## src/rtl/stack_eval_pkg.sv

```systemverilog
package stack_eval_pkg;
  typedef enum logic [3:0] {
    OP_NOP  = 4'd0,
    OP_PUSH = 4'd1,
    OP_POP  = 4'd2,
    OP_DUP  = 4'd3,
    OP_ADD  = 4'd4,
    OP_SUB  = 4'd5,
    OP_MUL  = 4'd6,
    OP_AND  = 4'd7,
    OP_OR   = 4'd8,
    OP_XOR  = 4'd9,
    OP_NEG  = 4'd10,
    OP_NOT  = 4'd11
  } op_e;

  typedef enum logic [1:0] {
    ST_IDLE,
    ST_RD_REQ,
    ST_RD_WAIT,
    ST_WR_REQ
  } st_e;
endpackage

```

## src/rtl/stack_alu.sv

```systemverilog
module stack_alu
  import stack_eval_pkg::*;
#(
  parameter int DATA_W = 16
) (
  input  op_e               op,
  input  logic [DATA_W-1:0] lhs,
  input  logic [DATA_W-1:0] rhs,
  output logic [DATA_W-1:0] res
);
  always_comb begin
    case (op)
      OP_ADD:  res = lhs + rhs;
      OP_SUB:  res = lhs - rhs;
      OP_MUL:  res = lhs * rhs;
      OP_AND:  res = lhs & rhs;
      OP_OR:   res = lhs | rhs;
      OP_XOR:  res = lhs ^ rhs;
      OP_NEG:  res = -rhs;
      OP_NOT:  res = ~rhs;
      default: res = rhs;
    endcase
  end
endmodule

```

## src/rtl/stack_file.sv

```systemverilog
module stack_file #(
  parameter int DATA_W = 16,
  parameter int DEPTH  = 8
) (
  input  logic                       clk,
  input  logic                       rst_n,
  input  logic [1:0]                 pop_cnt,
  input  logic                       push_en,
  input  logic [DATA_W-1:0]          push_val,
  output logic [DATA_W-1:0]          tos,
  output logic [DATA_W-1:0]          nos,
  output logic [$clog2(DEPTH+1)-1:0] depth
);
  localparam int CW = $clog2(DEPTH + 1);
  localparam int PW = (DEPTH > 1) ? $clog2(DEPTH) : 1;

  logic [DATA_W-1:0] ent [DEPTH];
  logic [CW-1:0]     base;
  logic [CW-1:0]     tos_pos;
  logic [CW-1:0]     nos_pos;

  assign base    = depth - CW'(pop_cnt);
  assign tos_pos = depth - CW'(1);
  assign nos_pos = depth - CW'(2);
  assign tos     = ent[tos_pos[PW-1:0]];
  assign nos     = ent[nos_pos[PW-1:0]];

  generate
    for (genvar g = 0; g < DEPTH; g++) begin : g_entry
      always_ff @(posedge clk) begin
        if (!rst_n)
          ent[g] <= '0;
        else if (push_en && (base == CW'(g)))
          ent[g] <= push_val;
      end
    end
  endgenerate

  always_ff @(posedge clk) begin
    if (!rst_n)
      depth <= '0;
    else
      depth <= base + CW'(push_en);
  end
endmodule

```

## src/rtl/stack_ctrl.sv

```systemverilog
module stack_ctrl
  import stack_eval_pkg::*;
#(
  parameter int DATA_W = 16,
  parameter int ADDR_W = 8,
  parameter int DEPTH  = 8
) (
  input  logic                       clk,
  input  logic                       rst_n,
  input  logic                       instr_valid,
  output logic                       instr_ready,
  input  op_e                        op,
  input  logic [ADDR_W-1:0]          instr_addr,
  input  logic [$clog2(DEPTH+1)-1:0] depth,
  input  logic [DATA_W-1:0]          tos,
  input  logic [DATA_W-1:0]          alu_res,
  output logic [1:0]                 pop_cnt,
  output logic                       push_en,
  output logic [DATA_W-1:0]          push_val,
  output logic                       mem_req_valid,
  input  logic                       mem_req_ready,
  output logic                       mem_req_write,
  output logic [ADDR_W-1:0]          mem_req_addr,
  input  logic                       mem_rsp_valid,
  input  logic [DATA_W-1:0]          mem_rsp_data,
  output logic                       err_overflow,
  output logic                       err_underflow
);
  localparam int CW = $clog2(DEPTH + 1);

  st_e               state, state_nxt;
  logic [ADDR_W-1:0] addr_q, addr_nxt;
  logic [1:0]        need;
  logic              grow;
  logic              accept, udf_now, ovf_now, go;

  assign instr_ready = (state == ST_IDLE);
  assign accept      = instr_valid && instr_ready;

  always_comb begin
    need = 2'd0;
    grow = 1'b0;
    case (op)
      OP_PUSH: grow = 1'b1;
      OP_POP:  need = 2'd1;
      OP_DUP:  begin need = 2'd1; grow = 1'b1; end
      OP_ADD, OP_SUB, OP_MUL, OP_AND, OP_OR, OP_XOR: need = 2'd2;
      OP_NEG, OP_NOT: need = 2'd1;
      default: ;
    endcase
  end

  assign udf_now = accept && (depth < CW'(need));
  assign ovf_now = accept && !udf_now && grow && (depth == CW'(DEPTH));
  assign go      = accept && !udf_now && !ovf_now;

  always_comb begin
    state_nxt = state;
    addr_nxt  = addr_q;
    pop_cnt   = 2'd0;
    push_en   = 1'b0;
    push_val  = alu_res;
    case (state)
      ST_IDLE: if (go) begin
        case (op)
          OP_PUSH: begin state_nxt = ST_RD_REQ; addr_nxt = instr_addr; end
          OP_POP:  begin state_nxt = ST_WR_REQ; addr_nxt = instr_addr; end
          OP_DUP:  begin push_en = 1'b1; push_val = tos; end
          OP_ADD, OP_SUB, OP_MUL, OP_AND, OP_OR, OP_XOR: begin
            pop_cnt = 2'd2;
            push_en = 1'b1;
          end
          OP_NEG, OP_NOT: begin
            pop_cnt = 2'd1;
            push_en = 1'b1;
          end
          default: ;
        endcase
      end
      ST_RD_REQ:  if (mem_req_ready) state_nxt = ST_RD_WAIT;
      ST_RD_WAIT: if (mem_rsp_valid) begin
        push_en   = 1'b1;
        push_val  = mem_rsp_data;
        state_nxt = ST_IDLE;
      end
      ST_WR_REQ: if (mem_req_ready) begin
        pop_cnt   = 2'd1;
        state_nxt = ST_IDLE;
      end
      default: state_nxt = ST_IDLE;
    endcase
  end

  always_ff @(posedge clk) begin
    if (!rst_n) begin
      state         <= ST_IDLE;
      addr_q        <= '0;
      err_overflow  <= 1'b0;
      err_underflow <= 1'b0;
    end else begin
      state         <= state_nxt;
      addr_q        <= addr_nxt;
      err_overflow  <= ovf_now;
      err_underflow <= udf_now;
    end
  end

  assign mem_req_valid = (state == ST_RD_REQ) || (state == ST_WR_REQ);
  assign mem_req_write = (state == ST_WR_REQ);
  assign mem_req_addr  = addr_q;
endmodule

```

## src/rtl/stack_eval.sv

```systemverilog
module stack_eval
  import stack_eval_pkg::*;
#(
  parameter int DATA_W = 16,
  parameter int ADDR_W = 8,
  parameter int DEPTH  = 8
) (
  input  logic                       clk,
  input  logic                       rst_n,
  input  logic                       instr_valid,
  output logic                       instr_ready,
  input  logic [3:0]                 instr_op,
  input  logic [ADDR_W-1:0]          instr_addr,
  output logic                       mem_req_valid,
  input  logic                       mem_req_ready,
  output logic                       mem_req_write,
  output logic [ADDR_W-1:0]          mem_req_addr,
  output logic [DATA_W-1:0]          mem_req_wdata,
  input  logic                       mem_rsp_valid,
  input  logic [DATA_W-1:0]          mem_rsp_data,
  output logic [DATA_W-1:0]          stack_top,
  output logic [$clog2(DEPTH+1)-1:0] stack_depth,
  output logic                       err_overflow,
  output logic                       err_underflow
);
  op_e               op;
  logic [DATA_W-1:0] tos, nos, alu_res, push_val;
  logic [1:0]        pop_cnt;
  logic              push_en;

  assign op            = op_e'(instr_op);
  assign stack_top     = tos;
  assign mem_req_wdata = tos;

  stack_alu #(.DATA_W(DATA_W)) u_alu (
    .op  (op),
    .lhs (nos),
    .rhs (tos),
    .res (alu_res)
  );

  stack_file #(.DATA_W(DATA_W), .DEPTH(DEPTH)) u_file (
    .clk      (clk),
    .rst_n    (rst_n),
    .pop_cnt  (pop_cnt),
    .push_en  (push_en),
    .push_val (push_val),
    .tos      (tos),
    .nos      (nos),
    .depth    (stack_depth)
  );

  stack_ctrl #(.DATA_W(DATA_W), .ADDR_W(ADDR_W), .DEPTH(DEPTH)) u_ctrl (
    .clk           (clk),
    .rst_n         (rst_n),
    .instr_valid   (instr_valid),
    .instr_ready   (instr_ready),
    .op            (op),
    .instr_addr    (instr_addr),
    .depth         (stack_depth),
    .tos           (tos),
    .alu_res       (alu_res),
    .pop_cnt       (pop_cnt),
    .push_en       (push_en),
    .push_val      (push_val),
    .mem_req_valid (mem_req_valid),
    .mem_req_ready (mem_req_ready),
    .mem_req_write (mem_req_write),
    .mem_req_addr  (mem_req_addr),
    .mem_rsp_valid (mem_rsp_valid),
    .mem_rsp_data  (mem_rsp_data),
    .err_overflow  (err_overflow),
    .err_underflow (err_underflow)
  );
endmodule

```

## config.mk

```make
export PLATFORM = sky130hd
export DESIGN_NAME = stack_eval
export DESIGN_NICKNAME = d
export VERILOG_FILES = /design/src/rtl/stack_eval_pkg.sv /design/src/rtl/stack_alu.sv /design/src/rtl/stack_file.sv /design/src/rtl/stack_ctrl.sv /design/src/rtl/stack_eval.sv
export SDC_FILE = /design/constraint.sdc
export NUM_CORES = 1
export LEC_CHECK = 0
export BUFFER_PORTS_ARGS = -buffer_cell sky130_fd_sc_hd__buf_2
export CAP_MARGIN = 30
export CORE_MARGIN = 2
export CORE_UTILIZATION = 34
export CTS_CLUSTER_SIZE = 16
export DETAILED_ROUTE_END_ITERATION = 10
export PLACE_DENSITY = 0.45
export SYNTH_ARGS = -nofsm -noshare
export SYNTH_HDL_FRONTEND = slang
export SYNTH_HIERARCHICAL = 1
export SYNTH_SLANG_ARGS = --single-unit
```

## constraint.sdc

```tcl
create_clock -name clk -period 11.46 [get_ports clk]
set_clock_uncertainty 0.2 [all_clocks]
set_input_delay 2.292 -clock clk [delete_from_list [all_inputs] [get_ports clk]]
set_output_delay 2.292 -clock clk [all_outputs]
set_load 0.1 [all_outputs]
```

* Word-level counts from Yosys, hierarchy flattened *
Memories as Yosys holds them, arrays and structs flattened.
Index checks and enable logic that the tools add are counted.

storage, ports and cells
  output and inout bits = 49
  memory bits (writable) = 128
  input port bits = 33
  memories kept = 1
  flip-flop bits (word level) = 16
  logic and storage cells = 135

memories
  memory      words  bits a word  read ports  clocked after memory_dff  write ports  line              RTL
  u_file.ent  8      16           2           0                         8            stack_file.sv:17  logic [DATA_W-1:0] ent [DEPTH];

cells by class
  $lt $le $gt $ge = 1
  add/subtract/negate cells = 7
  $mul = 1
  reduce and logical (&&, ||, !) cells = 27
  bitwise operators = 12
  mux-type cells = 54
  eq/ne operators = 27

operators with widths
  kind                                           number
  two-way mux 16 bit                             11
  one-hot mux 16 bit (8 select lines)            1
  == test 4 x 3 -> 1 bit, second input constant  8
  one-hot mux 16 bit (2 select lines)            1
  two-way mux 1 bit                              30
  == test 4 bit, second input constant           5
  adder 16 bit                                   1
  bitwise AND 16 bit                             1
  == test 4 x 2 -> 1 bit, second input constant  4
  multiplier 16 x 16 -> 16 bit                   1
  negator 16 bit                                 1
  NOT 16 bit                                     1
  bitwise OR 16 bit                              1
  one-hot mux 2 bit (2 select lines)             4
  subtractor 16 bit                              1
  XOR 16 bit                                     1
  logical AND 1 bit                              14
  two-way mux 2 bit                              5
  OR reduction 9 bit                             1
  == test 4 x 1 -> 1 bit, second input constant  2
  != test 2 bit, second input constant           4
  bitwise OR 1 bit                               8
  one-hot mux 2 bit (4 select lines)             1
  OR reduction 2 bit                             3
  other kinds (17)                               19

* Logic depth before layout (Yosys ltp) *
Gate-level depths: netlist (run 1).

  word-level depth = 20
  depth in mapped cells = 35
  depth with buffers taken out = 30

* Hierarchy *
The synthesis (run 1) kept the hierarchy.

modules (own cells, without submodules)
  module      cells each  instances  area an instance (um^2)  sequential area each (um^2)
  stack_file  605         1          7,257.0                  3,923.8
  stack_alu   861         1          6,373.6                  0.0
  stack_ctrl  150         1          1,091.0                  240.2
  stack_eval  16          1          120.1                    0.0

* Least setup slack after synthesis (run 1) *
No wires, ideal clock.

  path type = register -> register
  from = reg u_file.depth[1]
  to = mem u_file.ent[3][15], data pin
  library setup time = 255 ps
  data arrival time = 9,154 ps
  period minus slack after synthesis = 9,609 ps
  cell stages (with the launch flop) = 34
  required time = 11,005 ps
  path buffers = 6
  setup slack = 1,851 ps
  cell sequence = dfxtp_1 > buf_2 > inv_1 > clkbuf_1 > ha_1 > buf_2 > buf_2 > buf_2 > mux4_2 > mux2_2 > buf_6 > clkinv_1 > nor2_1 > fa_1 > inv_1 > fa_1 > inv_1 > fa_1 > fa_1 > inv_1 > fa_1 > fa_1 > xnor2_1 > xnor2_1 > xnor2_1 > xnor2_1 > xnor3_1 > a21o_1 > a31o_1 > o31ai_1 > a22oi_1 > a22oi_1 > nand3_1 > and3b_1

RTL lines
  element                 line              RTL
  from (decl)             stack_file.sv:12  output logic [$clog2(DEPTH+1)-1:0] depth
  from (signal assigned)  stack_file.sv:43  depth <= base + CW'(push_en);
  to (decl)               stack_file.sv:17

==> results of run 1 <==
==> flip-flops by register name, summed over array words and instances (netlist names) <==
signal	flops
u_file/depth	4
u_ctrl/state	2
u_ctrl/mem_req_addr	8
u_file/ent	128
u_ctrl/err_underflow	1
u_ctrl/err_overflow	1
==> area by class of cell <==
type	count	area (um^2)	share of cell area [%]
Tap cell	585	732.0	4.448
Clock buffer	19	432.9	2.631
Clock inverter	12	120.1	0.7299
Sequential cell	144	4170	25.34
Multi-Input combinational cell	1227	9557	58.07
Timing Repair Buffer	126	818.3	4.972
Inverter	167	626.9	3.809
==> worst paths after layout <==
check	start	to	slack [ns]	cells past startpoint
hold / removal	u_ctrl/mem_req_addr[2]	u_ctrl/mem_req_addr[2]	0.29	2
setup reg to reg	u_file/depth[0]	u_file/ent[3][15]	1.79	30
hold reg to reg	u_ctrl/mem_req_addr[2]	u_ctrl/mem_req_addr[2]	0.29	2
setup / recovery	u_file/depth[0]	u_file/ent[3][15]	1.79	30
==> metrics by stage <==
| step | instance area, um^2 | utilization (%) |
|---|---|---|
| finish | 16460 | 38.20 |
| global route | 16460 | 38.20 |
| CTS | 16460 | 38.20 |
| detailed placement | 15900 | 36.92 |
| global placement | 15770 | 36.61 |
| floorplan | 14840 | - |
==> placed cells by master (no fill, tap or decap), drive strengths merged, types with 11 or more instances in the layout <==
cell type / count
mux2i: 49
a21o: 11
clkbuf: 19
nor2: 285
nand3: 42
mux4: 38
o2bb2ai: 14
o21ai: 50
mux2: 16
a22oi: 20
dfxtp: 16
nand2: 190
clkinv: 18
ha: 108
fa: 82
xor2: 18
nor3: 28
buf: 126
o22ai: 12
a21oi: 86
xnor2: 43
edfxtp: 128
inv: 157
==> routing by layer <==
metal  share of wire, %  GRT usage [%]  vias up
li1                   -              -     5718
met1                 42          31.01     6194
met2                 51          44.46      345
met3                4.4          2.324       70
met4                2.8          7.548        0
met5                  0              0        -
==> kinds of logic after synthesis <==
family	after synthesis	synth area share (%)
muxes	103	10.28
buffers and inverters	261	7.798
and+or+nand+nor	600	17.35
adders and majority gates	190	20.17
xor gates and xnor gates	62	4.004
AOI/OAI and AO/OA	272	12.34
DFF	144	28.06
==> critical path: cells and delay by family, from the launching register on <==
family	cells	cell delay (ns)
multiplexers	2	0.95
adder cells (fa/ha/maj)	8	4.04
buffers and inverters	9	1.31
AND/OR/NAND/NOR	4	0.73
flip-flops	1	0.72
AO/OA/AOI/OAI	7	1.44
==> flow_summary.yaml, run 1 <==
die:
  die_x_um: 212.9
  coreArea_um2: 43080
  ios: 82
  rows: 76
  die_h_um: 212.9
  dieArea_um2: 45340
  start_util_pct: 34.45
sta:
  period_needed_ns: 9.666
  relSlewSlack_pct: 37.25
  setup_viol_count_final: 0
  finalSetupTns_ns: 0
  whs_ns: 0.2918
  rsz0062_at_grt: "false"
  hold_viol: 0
  min_period_over_period_pct: 84.35
  setup_ws_ns: 1.794
  max_freq_ghz: 0.1035
  drv_slew: 0
  worst_slew_pin_slew_ns: 0.9378
grt:
  grt_max_degree: 69
  grt_pass1_vias: 12520
  gr-usage-all-layers_pct: 24.63
  grt_overflow: 0
  antenna_found_initial: 0
  grt_pass1_wl_um: 81080
placed_design:
  hpwlAfterDp_um: 39710
  port_buffers: 81
  dp_slack_ns: 1.833
  placedCellCount: 2249
  gp_congestion: 0.9466
logic_synthesis:
  ys_warn_count: 6
  yosysTopAreaCell: "edfxtp_1"
  synth_async_sr_flop_share_pct: 0
  synth.top_cells.by_count: "285 x nor2_1, 187 x nand2_1, 156 x inv_1"
  synth_cell_type_count: 81
  synth_edf_count: 128
  ys_ff_latch: 144
  yosys-top-cells-area: "edfxtp_1 26%, fa_1 11%, ha_1 9.1%, nor2_1 7.2%, mux4_2 5.8%"
  yosysMostFrequentCell: "nor2_1"
  synth_top_area_share_pct: 25.90
  syn_nets: 1855
  synth_area_per_cell_um2: 9.094
  ys_seq_area_share_pct: 28.06
  syn_area_um2: 14840
  synthCells: 1632
  synth-main-ff-cell: "edfxtp_1"
routing:
  num_vias: 12330
  ant_nets: 0
  vias_per_cell: 5.407
  wl_um: 54640
  wl_per_cell_um: 23.97
  drc_errors: 0
  drtIter0Drc: 942
  first_pass_iters: 6
clock_tree:
  postCtsSetupBuffers: 0
  hold_buffers: 0
  insertion_delay_ns: 0.43
  cts_buffers: 17
  cts_tree: "built"
  htree_levels: 4
  clkSinkCount: 144
  postCtsResizedCells: 0
  cts-root-buf: "clkbuf_16"
  clockBufferDepth: 2
  clk_pin_slew_ns: 0.06
run:
  cap_violations: 0
setup_path:
  critPathSlowestCell: "dfxtp_4"
  worstSetupStartpointType: "flop"
  critPathMaxFanout: 37
  cpPeakStageDelay_ns: 0.72
  worstPathArrival_ns: 9.65
  path_class: "reg -> reg"
  worstPathRequired_ns: 11.45
  path_common_cell: "fa_1"
  critPathCaptureType: "flop"
final_layout:
  drive_gt1_share_pct: 14.22
  nets: 1906
  num_antenna_cells: 0
  fillers: 4420
  area_delta_synth_final_pct: 10.88
  instances_no_fill: 2280
run_status:
  status: "finished, final reports clean"
min_path:
  hp-class: "reg -> reg"
Power of run 1 is left out: the tool's default activity adds up to more than one toggle a clock period on the data nets, which glitch-free logic cannot reach.
==> run 2: changes to the inputs <==
- PLACE_DENSITY: 0.45 -> 0.47
- clock period: 11.46 -> 8.6 ns (I/O delays scaled with it)
==> run 2 against run 1 <==
Net effect: setup slack got worse by 1.4 ns; design area increased by 1.8%; flip-flop and latch count unchanged; fmax increased by 17%; critical endpoint unchanged; largest cell class unchanged.
==> flow_summary.yaml, run 2 (synthesis gave the netlist of run 1 again) <==
die:
  die_h_um: 212.9
  die_x_um: 212.9
  dieArea_um2: 45340
  rows: 76
  ios: 82
  coreArea_um2: 43080
  start_util_pct: 34.45
final_layout:
  num_antenna_cells: 0
  fillers: 4410
  area_delta_synth_final_pct: 12.86
  seq_area_um2: 4173
  regMostFlops: "u_file/ent"
  largest_register_ffs: 128
  nets: 1929
  design_area_um2: 16750
  mostFrequentLayoutCells: "285 x nor2_1, 187 x nand2_1, 155 x inv_1"
  drive_gt1_share_pct: 16.11
  multiInputGateArea_um2: 9589
  layout.cells.most_common: "nor2_1"
routing:
  ant_nets: 0
  first_pass_iters: 6
  num_vias: 12550
  wl_per_cell_um: 23.05
  drtIter0Drc: 1232
  drc_errors: 0
  met1_length_um: 23420
  wl_met2_um: 25560
  wl_um: 53100
  route.met3.wl_um: 2854
  vias_per_cell: 5.446
  top_layer_used: "met4"
setup_path:
  worstPathRequired_ns: 8.58
  path_buf_inv: 5
  reg2reg_depth: 28
  crit_family: "adder cells"
  r2r_start: "u_file/depth[1]"
  critPathMaxFanout: 35
  r2r_setup_slack_ns: 0.36
  critPathSlowestCell: "fa_1"
  reg2reg_to: "u_file/ent[3][15]"
  cpPeakStageDelay_ns: 0.52
  worstSetupStartpointType: "flop"
  path_common_cell: "fa_1"
  critPathCaptureType: "flop"
  path_class: "reg -> reg"
  worstPathArrival_ns: 8.23
placed_design:
  hpwlAfterDp_um: 39140
  post_dp_cell_area_um2: 16050
  dp_slack_ns: 0.1392
  gp_congestion: 0.9241
  port_buffers: 81
grt:
  antenna_found_initial: 0
  grt_overflow: 0
  grt_pass1_wl_um: 79640
  grt_max_degree: 69
  gr-usage-all-layers_pct: 23.91
  grt_pass1_vias: 12540
min_path:
  whs_endpoint: "u_ctrl/mem_req_addr[5]"
  hp-class: "reg -> reg"
  min_path_cells: 2
  hold_start: "u_ctrl/mem_req_addr[5]"
sta:
  setup_viol_count_final: 0
  max_freq_ghz: 0.1213
  whs_ns: 0.2964
  worst_slew_pin_slew_ns: 1.056
  rsz0062_at_grt: "false"
  min_period_over_period_pct: 95.85
  finalSetupTns_ns: 0
  period_needed_ns: 8.243
  relSlewSlack_pct: 29.11
  setup_ws_ns: 0.3565
  drv_slew: 0
  hold_viol: 0
clock_tree:
  htree_levels: 4
  clkSinkCount: 144
  cts_buffers: 17
  clk_pin_slew_ns: 0.06
  cts-root-buf: "clkbuf_16"
  hold_buffers: 0
  clockBufferDepth: 2
  cts_tree: "built"
  insertion_delay_ns: 0.43
run:
  cap_violations: 0
run_status:
  status: "finished, final reports clean"
## run 2: cell count changes in the layout (fill, tap and decap cells not counted), moves of 3 or more
cell,delta
clkinv_2,-3
clkinvlp_4,+3
mux2_2,-3
o21ai_0,-3
clkinv_1,-6
buf_4,+21
o21ai_1,+3
inv_6,+4
mux2_4,+3
## run 2: tightest hold or removal path: stages, from the launching register on
cell	delay, ns
dfxtp_1	0.32
mux2i_1	0.06
nor2_1	0.08
## run 2: what timing repair did
| action | 4_1_cts | 5_1_grt |
|---|---|---|
| endpoints found under the hold margin | 0 | 0 |
| resized for setup | 0 | 14 |
| buffers inserted | 0 | 3 |
| setup endpoints to repair | 0 | 36 |
## run 2: cell type report
| type | count | share of cell area [%] |
|---|---|---|
| clock buffers | 18 | 2.562 |
| clock inverters | 14 | 1.225 |
| inverters | 167 | 3.817 |
| multi-input cells | 1227 | 57.25 |
| flip-flops and latches | 144 | 24.91 |
| well taps | 585 | 4.370 |
| repair buffers | 149 | 5.864 |
## run 2: how the worst max path moves through the flow
stage	slack (ns)	depth (start not counted)	end	start
6_report	0.36	28	u_file/ent[3][15]	u_file/depth[1]
5_1_grt	0.008	30	u_file/ent[2][15]	u_file/depth[1]
4_1_cts	0.09	28	u_file/ent[3][15]	u_file/depth[0]
3_5_place_dp	0.14	27	u_file/ent[3][15]	u_file/depth[2]
3_3_place_gp	0.14	28	u_file/ent[3][15]	u_file/depth[0]
2_1_floorplan	0.03	33	u_file/ent[3][15]	u_file/depth[1]
## run 2: per-stage QoR
step | utilization (%) | std cells
floorplan | - | 1632
global placement | 37.09 | 2265
detailed placement | 37.26 | 2269
CTS | 38.73 | 2301
global route | 38.88 | 2304
finish | 38.88 | 2304
## run 2: per-layer routing
layer	vias to the layer above	track usage, %
li1	5782	-
met1	6253	32.64
met2	443	40.65
met3	69	1.809
met4	0	6.969
met5	-	0
Power of run 2 is left out for the same reason.
==> run 3: changes to the inputs <==
- ABC_AREA: unset -> 1
==> run 3 against run 2 <==
Net effect: count of clock-buffer cells in the layout did not move; critical endpoint is now u_file/ent[6][15]; highest routed layer unchanged; register-to-register slack improved by 0.11 ns; global-route usage rose by 0.31 points; routed wire length rose by 12%; synthesized cell count rose by 41%; critical path type unchanged.
==> flow_summary.yaml, run 3 <==
run_status:
  status: "finished, final reports clean"
sta:
  setup_viol_count_final: 0
  hold_viol: 0
  setup_ws_ns: 0.4618
  period_needed_ns: 8.138
  drv_slew: 0
  rsz0062_at_grt: "false"
  max_freq_ghz: 0.1229
  whs_ns: 0.2645
  min_period_over_period_pct: 94.63
  finalSetupTns_ns: 0
  worst_slew_pin_slew_ns: 0.8922
  relSlewSlack_pct: 40.52
run:
  cap_violations: 0
clock_tree:
  clk_pin_slew_ns: 0.07
  cts_tree: "built"
  cts_buffers: 17
  htree_levels: 4
  hold_buffers: 0
  cts-root-buf: "clkbuf_16"
  clockBufferDepth: 2
  insertion_delay_ns: 0.45
  clkSinkCount: 144
logic_synthesis:
  synth_area_per_cell_um2: 7.011
  synth_async_sr_flop_share_pct: 0
  yosysMostFrequentCell: "nand2_1"
  synth_top_area_share_pct: 23.78
  synth_edf_count: 128
  syn_nets: 2529
  syn_area_um2: 16170
  yosys-top-cells-area: "edfxtp_1 24%, nand2_1 14%, fa_1 10%, inv_1 9.5%, ha_1 8.4%"
  ys_seq_area_share_pct: 25.76
  yosysTopAreaCell: "edfxtp_1"
  synth-main-ff-cell: "edfxtp_1"
  ys_ff_latch: 144
  ys_warn_count: 6
  synth.top_cells.by_count: "603 x nand2_1, 410 x inv_1, 227 x nor2_1"
  synth_cell_type_count: 55
  synthCells: 2306
grt:
  grt_pass1_wl_um: 90420
  grt_max_degree: 140
  grt_pass1_vias: 14830
  grt_overflow: 0
  gr-usage-all-layers_pct: 24.23
  antenna_found_initial: 1
final_layout:
  layout.cells.most_common: "nand2_1"
  area_delta_synth_final_pct: 10.81
  largest_register_ffs: 128
  drive_gt1_share_pct: 10.96
  nets: 2573
  mostFrequentLayoutCells: "596 x nand2_1, 408 x inv_1, 227 x nor2_1"
  num_antenna_cells: 0
  design_area_um2: 17910
  regMostFlops: "u_file/ent"
  fillers: 5035
placed_design:
  post_dp_cell_area_um2: 17290
  dp_slack_ns: 0.3250
  gp_congestion: 0.9127
  port_buffers: 81
  hpwlAfterDp_um: 45230
min_path:
  hold_start: "u_ctrl/mem_req_addr[5]"
  min_path_cells: 2
  whs_endpoint: "u_ctrl/mem_req_addr[5]"
  hp-class: "reg -> reg"
setup_path:
  reg2reg_depth: 37
  r2r_setup_slack_ns: 0.46
  path_common_cell: "inv_1"
  r2r_start: "u_file/depth[2]"
  worstPathArrival_ns: 8.22
  reg2reg_to: "u_file/ent[6][15]"
  worstPathRequired_ns: 8.68
  critPathCaptureType: "flop"
  critPathSlowestCell: "fa_1"
  critPathMaxFanout: 10
  path_class: "reg -> reg"
  worstSetupStartpointType: "flop"
  critPathLaunch: "u_file/depth[2]"
  cpPeakStageDelay_ns: 0.52
routing:
  ant_nets: 0
  num_vias: 15260
  vias_per_cell: 5.137
  wl_um: 59480
  drc_errors: 0
  first_pass_iters: 5
  wl_per_cell_um: 20.03
  drtIter0Drc: 1129
die:
  rows: 79
  start_util_pct: 34.58
  die_x_um: 222.1
  die_h_um: 222.1
  coreArea_um2: 46750
  dieArea_um2: 49310
  ios: 82
==> run 3: cell count changes after synthesis, moves of 16 or more <==
cell	before	now
a21oi_1	86	128
a22oi_1	20	1
clkbuf_1	30	55
inv_1	156	410
mux2_2	16	0
mux2i_1	49	0
mux4_2	38	0
nand2_1	187	603
nand3_1	42	116
nor2_1	285	227
o211ai_1	1	35
o21ai_0	36	146
xnor2_1	39	4
==> run 3: cell type report <==
type                            instances  area, um^2  area share (%)
Clock inverter                         14       131.4          0.7333
Inverter                              429        1612           8.996
Tap cell                              607       759.5           4.239
Multi-Input combinational cell       1617        9813           54.78
Sequential cell                       144        4169           23.27
Timing Repair Buffer                  141        1001           5.587
Clock buffer                           18       429.2           2.396
==> run 3: logic make-up (layout without fill, tap and decap cells) <==
kind of cell	count (synthesis)	count (layout)	synth area share (%)
buf+inv	545	602	13.81
simple gates	1033	1033	27.49
xor+xnor	15	15	1.114
compound gates	379	379	13.32
flops	144	144	25.76
fa+ha+maj	190	190	18.51
==> run 3: worst max-delay path: cells and delay by family (launching register included) <==
family | cells | cell delay, ns
buffers and inverters | 11 | 1.53
adders and majority gates | 8 | 3.52
and+or+nand+nor | 18 | 2.17
DFF | 1 | 0.50
==> run 3: through the flow <==
stage | utilization [%] | std cells
2_1_floorplan | - | 2306
3_3_place_gp | 36.68 | 2930
3_5_place_dp | 36.98 | 2935
4_1_cts | 38.18 | 2967
5_1_grt | 38.32 | 2970
6_report | 38.32 | 2970
==> run 3: worst max-delay path by stage <==
stage / end / slack (ns) / cells past startpoint
2_1_floorplan: u_file/ent[0][14] / 0.0009 / 41
3_3_place_gp: u_file/ent[2][11] / 0.36 / 38
3_5_place_dp: u_file/ent[2][11] / 0.33 / 38
4_1_cts: u_file/ent[2][11] / 0.31 / 38
5_1_grt: u_file/ent[5][14] / 0.003 / 38
6_report: u_file/ent[6][15] / 0.46 / 37
==> run 3: what timing repair did <==
item | CTS | global route
endpoints found under the setup margin | 0 | 34
setup buffers | 0 | 2
resized for setup | 0 | 5
endpoints found under the hold margin | 0 | 0
==> run 3: layer usage <==
metal,part of all wire [%],up-vias,GRT usage [%]
met2,50,388,43.35
met3,4.4,73,2.425
li1,-,7404,-
met5,0,-,0
met1,43,7392,30.86
met4,2.3,0,6.866
Power of run 3 is left out for the same reason.
